[src/rtl/db_inq_pkg.sv]
package db_inq_pkg;
  localparam logic [1:0] IDX_MODE = 2'd0;
  localparam logic [1:0] IDX_STAT = 2'd1;
  localparam logic [1:0] IDX_DQ   = 2'd2;
  localparam logic [1:0] IDX_EQ   = 2'd3;

  localparam int M_EN      = 0;
  localparam int M_ADV     = 1;
  localparam int M_IE_ERR  = 5;
  localparam int M_IE_PEND = 6;
  localparam int M_IE_FULL = 8;
  localparam int M_SZ_LSB  = 12;
  localparam int M_SZ_W    = 4;
  localparam int M_SNOOP   = 20;

  localparam int S_PEND = 0;
  localparam int S_FULL = 4;
  localparam int S_ERR  = 7;

  localparam logic [31:0] MODE_WMASK =
      (32'h1 << M_EN) | (32'h1 << M_IE_ERR) | (32'h1 << M_IE_PEND) |
      (32'h1 << M_IE_FULL) | (32'hF << M_SZ_LSB) | (32'h1 << M_SNOOP);

  typedef struct packed {
    logic [15:0] pad;
    logic [15:0] tgt;
    logic [15:0] src;
    logic [15:0] info;
  } rec_t;
endpackage

[src/rtl/db_inq_ptrs.sv]
module db_inq_ptrs #(
  parameter int ADDR_W   = 32,
  parameter int OFF_W    = 12,
  parameter int SZ_W     = 4,
  parameter int MAX_CODE = 8
) (
  input  logic              clk_i,
  input  logic              rst_ni,
  input  logic [SZ_W-1:0]   size_code_i,
  input  logic              enq_i,
  input  logic              adv_cmd_i,
  input  logic              dq_wr_i,
  input  logic              eq_wr_i,
  input  logic [ADDR_W-1:0] wdata_i,
  output logic [ADDR_W-1:0] eq_o,
  output logic [ADDR_W-1:0] dq_o,
  output logic              empty_o,
  output logic              full_o
);
  logic [ADDR_W-1:0] eq_q, dq_q, eq_nxt, dq_nxt, wr_val;
  logic              eq_lap_q, dq_lap_q;
  logic [SZ_W-1:0]   code_eff;
  logic [OFF_W:0]    span;
  logic [OFF_W-1:0]  mask, eq_off, dq_off, last_off;
  logic              eq_at_end, dq_at_end, deq_go, ptr_wr;

  always_comb begin
    code_eff  = (int'(size_code_i) > MAX_CODE) ? SZ_W'(MAX_CODE) : size_code_i;
    span      = (OFF_W+1)'(8) << (int'(code_eff) + 1);
    mask      = OFF_W'(span - (OFF_W+1)'(1));
    last_off  = mask & ~OFF_W'(7);
    eq_off    = eq_q[OFF_W-1:0] & mask;
    dq_off    = dq_q[OFF_W-1:0] & mask;
    eq_at_end = (eq_off == last_off);
    dq_at_end = (dq_off == last_off);
    // bits above the ring span are kept on wrap
    eq_nxt = {eq_q[ADDR_W-1:OFF_W],
              (eq_q[OFF_W-1:0] & ~mask) | ((eq_q[OFF_W-1:0] + OFF_W'(8)) & mask)};
    dq_nxt = {dq_q[ADDR_W-1:OFF_W],
              (dq_q[OFF_W-1:0] & ~mask) | ((dq_q[OFF_W-1:0] + OFF_W'(8)) & mask)};
    wr_val = wdata_i & ~ADDR_W'(7);
  end

  assign empty_o = (eq_off == dq_off) && (eq_lap_q == dq_lap_q);
  assign full_o  = (eq_off == dq_off) && (eq_lap_q != dq_lap_q);
  assign deq_go  = adv_cmd_i && !empty_o;
  assign ptr_wr  = eq_wr_i || dq_wr_i;

  always_ff @(posedge clk_i or negedge rst_ni) begin
    if (!rst_ni) begin
      eq_q     <= '0;
      dq_q     <= '0;
      eq_lap_q <= 1'b0;
      dq_lap_q <= 1'b0;
    end else if (ptr_wr) begin
      if (eq_wr_i) eq_q <= wr_val;
      if (dq_wr_i) dq_q <= wr_val;
      eq_lap_q <= 1'b0;
      dq_lap_q <= 1'b0;
    end else begin
      if (enq_i) begin
        eq_q <= eq_nxt;
        if (eq_at_end) eq_lap_q <= ~eq_lap_q;
      end
      if (deq_go) begin
        dq_q <= dq_nxt;
        if (dq_at_end) dq_lap_q <= ~dq_lap_q;
      end
    end
  end

  assign eq_o = eq_q;
  assign dq_o = dq_q;


  eq_hold_chk: assert property (@(posedge clk_i) disable iff (!rst_ni)
    (!enq_i && !eq_wr_i) |=> $stable(eq_q));

  adv_empty_chk: assert property (@(posedge clk_i) disable iff (!rst_ni)
    (adv_cmd_i && empty_o && !ptr_wr) |=> $stable(dq_q));

  enq_fill_chk: assert property (@(posedge clk_i) disable iff (!rst_ni)
    (enq_i && !ptr_wr) |=> (!empty_o || !$stable(size_code_i)));
endmodule

[src/rtl/db_inq_writer.sv]
module db_inq_writer
  import db_inq_pkg::*;
#(
  parameter int ADDR_W = 32
) (
  input  logic              clk_i,
  input  logic              rst_ni,
  input  logic              enq_i,
  input  logic [ADDR_W-1:0] addr_i,
  input  logic [15:0]       src_i,
  input  logic [15:0]       tgt_i,
  input  logic [15:0]       info_i,
  output logic              mem_we_o,
  output logic [ADDR_W-1:0] mem_addr_o,
  output logic [63:0]       mem_wdata_o
);
  rec_t rec;

  always_comb begin
    rec.pad  = 16'h0000;
    rec.tgt  = tgt_i;
    rec.src  = src_i;
    rec.info = info_i;
  end

  always_ff @(posedge clk_i or negedge rst_ni) begin
    if (!rst_ni) begin
      mem_we_o    <= 1'b0;
      mem_addr_o  <= '0;
      mem_wdata_o <= '0;
    end else begin
      mem_we_o <= enq_i;
      if (enq_i) begin
        mem_addr_o  <= addr_i;
        mem_wdata_o <= rec;
      end
    end
  end


  wr_follow_chk: assert property (@(posedge clk_i) disable iff (!rst_ni)
    enq_i |=> mem_we_o);

  wr_quiet_chk: assert property (@(posedge clk_i) disable iff (!rst_ni)
    !enq_i |=> !mem_we_o);
endmodule

[src/rtl/db_inq_regs.sv]
module db_inq_regs
  import db_inq_pkg::*;
(
  input  logic        clk_i,
  input  logic        rst_ni,
  input  logic        reg_we_i,
  input  logic [1:0]  reg_idx_i,
  input  logic [31:0] wdata_i,
  input  logic        enq_i,
  input  logic        drop_i,
  input  logic        err_i,
  input  logic        empty_i,
  output logic [31:0] mode_o,
  output logic [31:0] stat_o,
  output logic        adv_cmd_o,
  output logic        irq_o
);
  logic [31:0] mode_q;
  logic        pend_q, full_q, err_q;
  logic        stat_we, clr_pend, clr_full, clr_err;

  assign stat_we   = reg_we_i && (reg_idx_i == IDX_STAT);
  assign clr_pend  = stat_we && wdata_i[S_PEND];
  assign clr_full  = stat_we && wdata_i[S_FULL];
  assign clr_err   = stat_we && wdata_i[S_ERR];
  assign adv_cmd_o = reg_we_i && (reg_idx_i == IDX_MODE) && wdata_i[M_ADV];

  always_ff @(posedge clk_i or negedge rst_ni) begin
    if (!rst_ni) begin
      mode_q <= '0;
      pend_q <= 1'b0;
      full_q <= 1'b0;
      err_q  <= 1'b0;
    end else begin
      if (reg_we_i && (reg_idx_i == IDX_MODE)) mode_q <= wdata_i & MODE_WMASK;
      // set wins over clear; pending re-arms while entries remain
      pend_q <= enq_i  || ((pend_q || !empty_i) && !clr_pend);
      full_q <= drop_i || (full_q && !clr_full);
      err_q  <= err_i  || (err_q && !clr_err);
    end
  end

  always_comb begin
    stat_o         = '0;
    stat_o[S_PEND] = pend_q;
    stat_o[S_FULL] = full_q;
    stat_o[S_ERR]  = err_q;
  end

  assign mode_o = mode_q;
  assign irq_o  = (pend_q & mode_q[M_IE_PEND]) | (full_q & mode_q[M_IE_FULL]) |
                  (err_q & mode_q[M_IE_ERR]);


  pend_rearm_chk: assert property (@(posedge clk_i) disable iff (!rst_ni)
    (!empty_i && !clr_pend) |=> stat_o[S_PEND]);

  err_clear_chk: assert property (@(posedge clk_i) disable iff (!rst_ni)
    (clr_err && !err_i) |=> !stat_o[S_ERR]);

  full_sticky_chk: assert property (@(posedge clk_i) disable iff (!rst_ni)
    (stat_o[S_FULL] && !clr_full) |=> stat_o[S_FULL]);
endmodule

[src/rtl/db_inq_ctrl.sv]
module db_inq_ctrl
  import db_inq_pkg::*;
#(
  parameter int ADDR_W     = 32,
  parameter int RING_BYTES = 4096
) (
  input  logic              clk_i,
  input  logic              rst_ni,
  input  logic              db_valid_i,
  input  logic [15:0]       db_src_i,
  input  logic [15:0]       db_tgt_i,
  input  logic [15:0]       db_info_i,
  input  logic              db_err_i,
  input  logic              reg_we_i,
  input  logic [1:0]        reg_idx_i,
  input  logic [31:0]       reg_wdata_i,
  output logic [31:0]       reg_rdata_o,
  output logic              mem_we_o,
  output logic [ADDR_W-1:0] mem_addr_o,
  output logic [63:0]       mem_wdata_o,
  output logic              mem_snoop_o,
  output logic              irq_o
);
  localparam int OFF_W    = $clog2(RING_BYTES);
  localparam int MAX_CODE = $clog2(RING_BYTES / 8) - 1;

  logic [31:0]       mode, stat;
  logic [ADDR_W-1:0] eq_ptr, dq_ptr;
  logic              empty, full, adv_cmd, eq_wr, dq_wr, ptr_wr;
  logic              enabled, accept, drop, err_acc;

  assign enabled = mode[M_EN];
  assign eq_wr   = reg_we_i && (reg_idx_i == IDX_EQ);
  assign dq_wr   = reg_we_i && (reg_idx_i == IDX_DQ);
  assign ptr_wr  = eq_wr || dq_wr;
  assign accept  = db_valid_i && enabled && !full && !ptr_wr;
  assign drop    = db_valid_i && enabled && full && !ptr_wr;
  assign err_acc = db_err_i && enabled;

  db_inq_regs u_regs (
    .clk_i     (clk_i),
    .rst_ni    (rst_ni),
    .reg_we_i  (reg_we_i),
    .reg_idx_i (reg_idx_i),
    .wdata_i   (reg_wdata_i),
    .enq_i     (accept),
    .drop_i    (drop),
    .err_i     (err_acc),
    .empty_i   (empty),
    .mode_o    (mode),
    .stat_o    (stat),
    .adv_cmd_o (adv_cmd),
    .irq_o     (irq_o)
  );

  db_inq_ptrs #(
    .ADDR_W   (ADDR_W),
    .OFF_W    (OFF_W),
    .SZ_W     (M_SZ_W),
    .MAX_CODE (MAX_CODE)
  ) u_ptrs (
    .clk_i       (clk_i),
    .rst_ni      (rst_ni),
    .size_code_i (mode[M_SZ_LSB +: M_SZ_W]),
    .enq_i       (accept),
    .adv_cmd_i   (adv_cmd),
    .dq_wr_i     (dq_wr),
    .eq_wr_i     (eq_wr),
    .wdata_i     (reg_wdata_i[ADDR_W-1:0]),
    .eq_o        (eq_ptr),
    .dq_o        (dq_ptr),
    .empty_o     (empty),
    .full_o      (full)
  );

  db_inq_writer #(
    .ADDR_W (ADDR_W)
  ) u_writer (
    .clk_i       (clk_i),
    .rst_ni      (rst_ni),
    .enq_i       (accept),
    .addr_i      (eq_ptr),
    .src_i       (db_src_i),
    .tgt_i       (db_tgt_i),
    .info_i      (db_info_i),
    .mem_we_o    (mem_we_o),
    .mem_addr_o  (mem_addr_o),
    .mem_wdata_o (mem_wdata_o)
  );

  assign mem_snoop_o = mode[M_SNOOP];

  always_comb begin
    case (reg_idx_i)
      IDX_MODE: reg_rdata_o = mode;
      IDX_STAT: reg_rdata_o = stat;
      IDX_DQ:   reg_rdata_o = 32'(dq_ptr);
      default:  reg_rdata_o = 32'(eq_ptr);
    endcase
  end


  drop_no_write_chk: assert property (@(posedge clk_i) disable iff (!rst_ni)
    drop |=> !mem_we_o);

  disabled_idle_chk: assert property (@(posedge clk_i) disable iff (!rst_ni)
    (!enabled && !ptr_wr) |=> $stable(eq_ptr));
endmodule

[config.mk]
export PLATFORM = sky130hd
export DESIGN_NAME = db_inq_ctrl
export DESIGN_NICKNAME = d
export VERILOG_FILES = /design/src/rtl/db_inq_pkg.sv /design/src/rtl/db_inq_ptrs.sv /design/src/rtl/db_inq_writer.sv /design/src/rtl/db_inq_regs.sv /design/src/rtl/db_inq_ctrl.sv
export SDC_FILE = /design/constraint.sdc
export NUM_CORES = 1
export LEC_CHECK = 0
export ABC_AREA = 1
export BUFFER_PORTS_ARGS = -buffer_cell sky130_fd_sc_hd__buf_2
export CELL_PAD_IN_SITES_DETAIL_PLACEMENT = 0
export CELL_PAD_IN_SITES_GLOBAL_PLACEMENT = 1
export CORE_UTILIZATION = 40
export CTS_BUF_LIST = sky130_fd_sc_hd__clkbuf_16
export DETAILED_ROUTE_END_ITERATION = 16
export HOLD_SLACK_MARGIN = 0.02
export PLACE_DENSITY_LB_ADDON = 0.1
export SLEW_MARGIN = 0
export SYNTH_ARGS = -nofsm -noshare
export SYNTH_HDL_FRONTEND = slang
export SYNTH_SLANG_ARGS = --single-unit
[constraint.sdc]
create_clock -name clk_i -period 5.3 [get_ports clk_i]
set_clock_uncertainty 0.1 [all_clocks]
set_input_delay 0.795 -clock clk_i [delete_from_list [all_inputs] [get_ports clk_i]]
set_output_delay 0.795 -clock clk_i [all_outputs]
set_load 0.05 [all_outputs]
==> metrics.cfg <==
[outcome]
status = finished clean

[global_routing]
antenna_found_initial = 0
grt.total_usage = 0.212
grt_max_degree = 114
grt_pass1_vias = 5691
grt_overflow = 0
grt_pass1_wl_um = 30200

[floorplan]
fp.dieW_um = 137
core_area_um2 = 17500
start_util = 0.415
dieArea_um2 = 18800
io_pins = 218
die_y_um = 137
rows = 48

[placement]
dp_hpwl_um = 13600
gp_congestion = 0.870
io_buffers = 195

[layout]
fin_nets = 1191
areaGrowthSynthToFinish_pct = 22.7
antenna-diode-count = 0
drive_gt1_frac = 0.224
nFillCells = 1800

[sta]
fmax_mhz = 295
finalCritPeriodShare = 0.641
period_needed_ns = 3.40
drv_slew = 0
setup_tns_ns = 0
hold_viol_final = 0
setup-violations-final = 0
tightest_slew_ns = 1.04
rsz0062_at_grt = no
maxSlewHeadroom = 0.305

[route]
num_vias = 6315
post_drt_via_cell_ratio = 4.73
wirelength_um = 19500
drt_iter0_markers = 366
first_pass_iters = 5
drc_errors = 0
routedWlPerCell_um = 14.6
drt.antenna.violating_nets = 0

[synthesis]
synth_edf_count = 0
synth_flop_cell = dfrtp_1
ys_seq_area_frac = 0.515
synth_async_sr_flop_share = 1.00
ys_top_cells_by_area = dfrtp_1, nand2_1, o21ai_0, inv_1, nand3_1
synthDistinctLibCells = 30
avgSynthCellArea_um2 = 7.99
synth_xor_xnor_area_share = 0.0180
netlist_area_um2 = 7280
ys_seq_elements = 150
syn_inst = 912
synth_compound_area_frac = 0.106
synthDominantCellAreaShare = 0.515
synth-simple-area-share = 0.252
ys.warnings.count = 0
synth_commonest_cells = nand2_1, dfrtp_1, o21ai_0, inv_1, nand3_1
synthAdderAreaFrac = 0.0120
synth_top_area_cell = dfrtp_1
synth_top_family_by_area = simple AND/OR/NAND/NOR gates
yosysMostFrequentCell = nand2_1
synth_mux_area_frac = 0.00155

[power]
ir_drop_uv = 279
power.total_mw = 4.93
leakagePower_nw = 4.89
p_per_area_nw_per_um2 = 552

[worst_setup_path]
crit_arrival_ns = 3.61
rrSetupSlack_ns = 1.90
startpoint = u_regs.mode_o[15]
reg2reg_depth = 14
worstPathMaxFanout = 59
critical_path_class = flop to flop
reg2reg_from = u_regs.mode_o[15]
startpoint_type = flop
end_kind = flop
r2r-end = u_writer.mem_wdata_o[19]
critical_path_required_ns = 5.51

[worst_hold_path]
min-delay-start = u_writer.mem_wdata_o[24]
min_to = u_writer.mem_wdata_o[24]
hp-class = flop to flop
whs_path_depth = 2

[clock_tree]
cts_tree = built
numCtsBuffers = 17
clk_latency_ns = 0.43
cts-root-buf = clkbuf_16
cts_resized = 0
hold_buffers = 0
cts_setup_buffers = 0
clkSinkCount = 150
clkTransAtPathRegs_ns = 0.06
htreeDepth = 4
clockBufferDepth = 2

[job]
max_cap_violations = 0

==> placed cells by master, fill, tap and decap left out, types with 2 or more instances in the layout <==
cell type	count
inv_6	6
nor2_2	2
nand2_4	2
dfrtp_1	150
clkinvlp_4	2
buf_4	6
inv_2	3
o21ai_0	104
clkinv_2	2
nor2_1	21
o211ai_1	2
inv_8	2
inv_1	81
o22ai_1	12
o221ai_1	9
nand2_2	4
nor2_4	2
nand4_1	8
conb_1	26
buf_2	194
xor2_1	10
nand2_1	363
clkbuf_16	17
bufinv_16	3
o31ai_1	3
o21ai_1	2
nand3_1	47
xnor2_1	5
a21oi_1	10
ha_1	7
==> per-layer routing <==
layer  track usage  share of wire  vias to the layer above
met5             0              0                        -
met4        0.0543          0.010                        0
met3        0.0563          0.066                       15
met2         0.329           0.45                      187
met1         0.294           0.48                     2888
li1              -              -                     3225
==> worst max-delay path: stages, from the launching register on <==
cell	delay, ns
dfrtp_1	0.49
nor2_4	0.24
nand2_1	0.09
ha_1	0.32
inv_1	0.12
nand3_1	0.09
nand3_1	0.10
nor2_1	0.12
nand2_1	0.09
nor2_4	0.14
nand3_4	0.12
nand2_4	0.47
inv_2	0.50
nand2_1	0.17
nand2_1	0.07
==> metrics by stage <==
step           hold slack [ns]  cell area [um2]  instances  worst slack [ns]   util
3_5_place_dp             0.360             8320       1303              1.64  0.474
4_1_cts                  0.378             8930       1335              1.84  0.509
6_report                 0.372             8930       1335              1.90  0.509
2_1_floorplan            0.353             7370        936              1.91      -
3_3_place_gp             0.356             8320       1303              1.65  0.474
5_1_grt                  0.391             8930       1335              1.53  0.509
==> worst max path at each step <==
| stage | endpoint | slack [ns] | cells after the start |
|---|---|---|---|
| floorplan | reg_rdata_o[17] | 1.91 | 5 |
| global placement | u_writer.mem_wdata_o[47] | 1.65 | 11 |
| detailed placement | u_writer.mem_wdata_o[10] | 1.64 | 11 |
| CTS | u_writer.mem_wdata_o[6] | 1.84 | 14 |
| global route | u_writer.mem_wdata_o[8] | 1.53 | 14 |
| finish | u_writer.mem_wdata_o[19] | 1.90 | 14 |
==> flip-flops by register name, summed over array words and instances (netlist names), 9 cells and up <==
signal,count
u_ptrs.eq_o,29
u_regs.mode_o,9
u_writer.mem_addr_o,29
u_ptrs.dq_o,29
u_writer.mem_wdata_o,48
==> report_power, final <==
| group | switching, mW | leakage [nW] | internal, mW |
|---|---|---|---|
| registers | 0.219 | 1.90 | 1.46 |
| logic | 1.52 | 2.69 | 0.455 |
| clock network | 0.526 | 0.299 | 0.754 |
==> area by class of cell <==
class | instances | area [um2] | area share
inverters | 85 | 319 | 0.0357
clock inverters | 15 | 190 | 0.0213
repair buffers | 201 | 1030 | 0.115
multi-input cells | 642 | 2940 | 0.329
clock buffers | 17 | 425 | 0.0476
flip-flops and latches | 150 | 3750 | 0.420
well taps | 225 | 282 | 0.0315
==> cell families (layout without fill, tap and decap cells) <==
| group | count (synthesis) | in the layout |
|---|---|---|
| other | 2 | 26 |
| multiplexers | 1 | 1 |
| buffers and inverters | 144 | 318 |
| AO/OA/AOI/OAI | 142 | 142 |
| XOR/XNOR | 15 | 15 |
| flip-flops | 150 | 150 |
| adder cells (fa/ha/maj) | 7 | 7 |
| AND/OR/NAND/NOR | 451 | 451 |
Note: power is estimated with default switching activity, not from simulation.
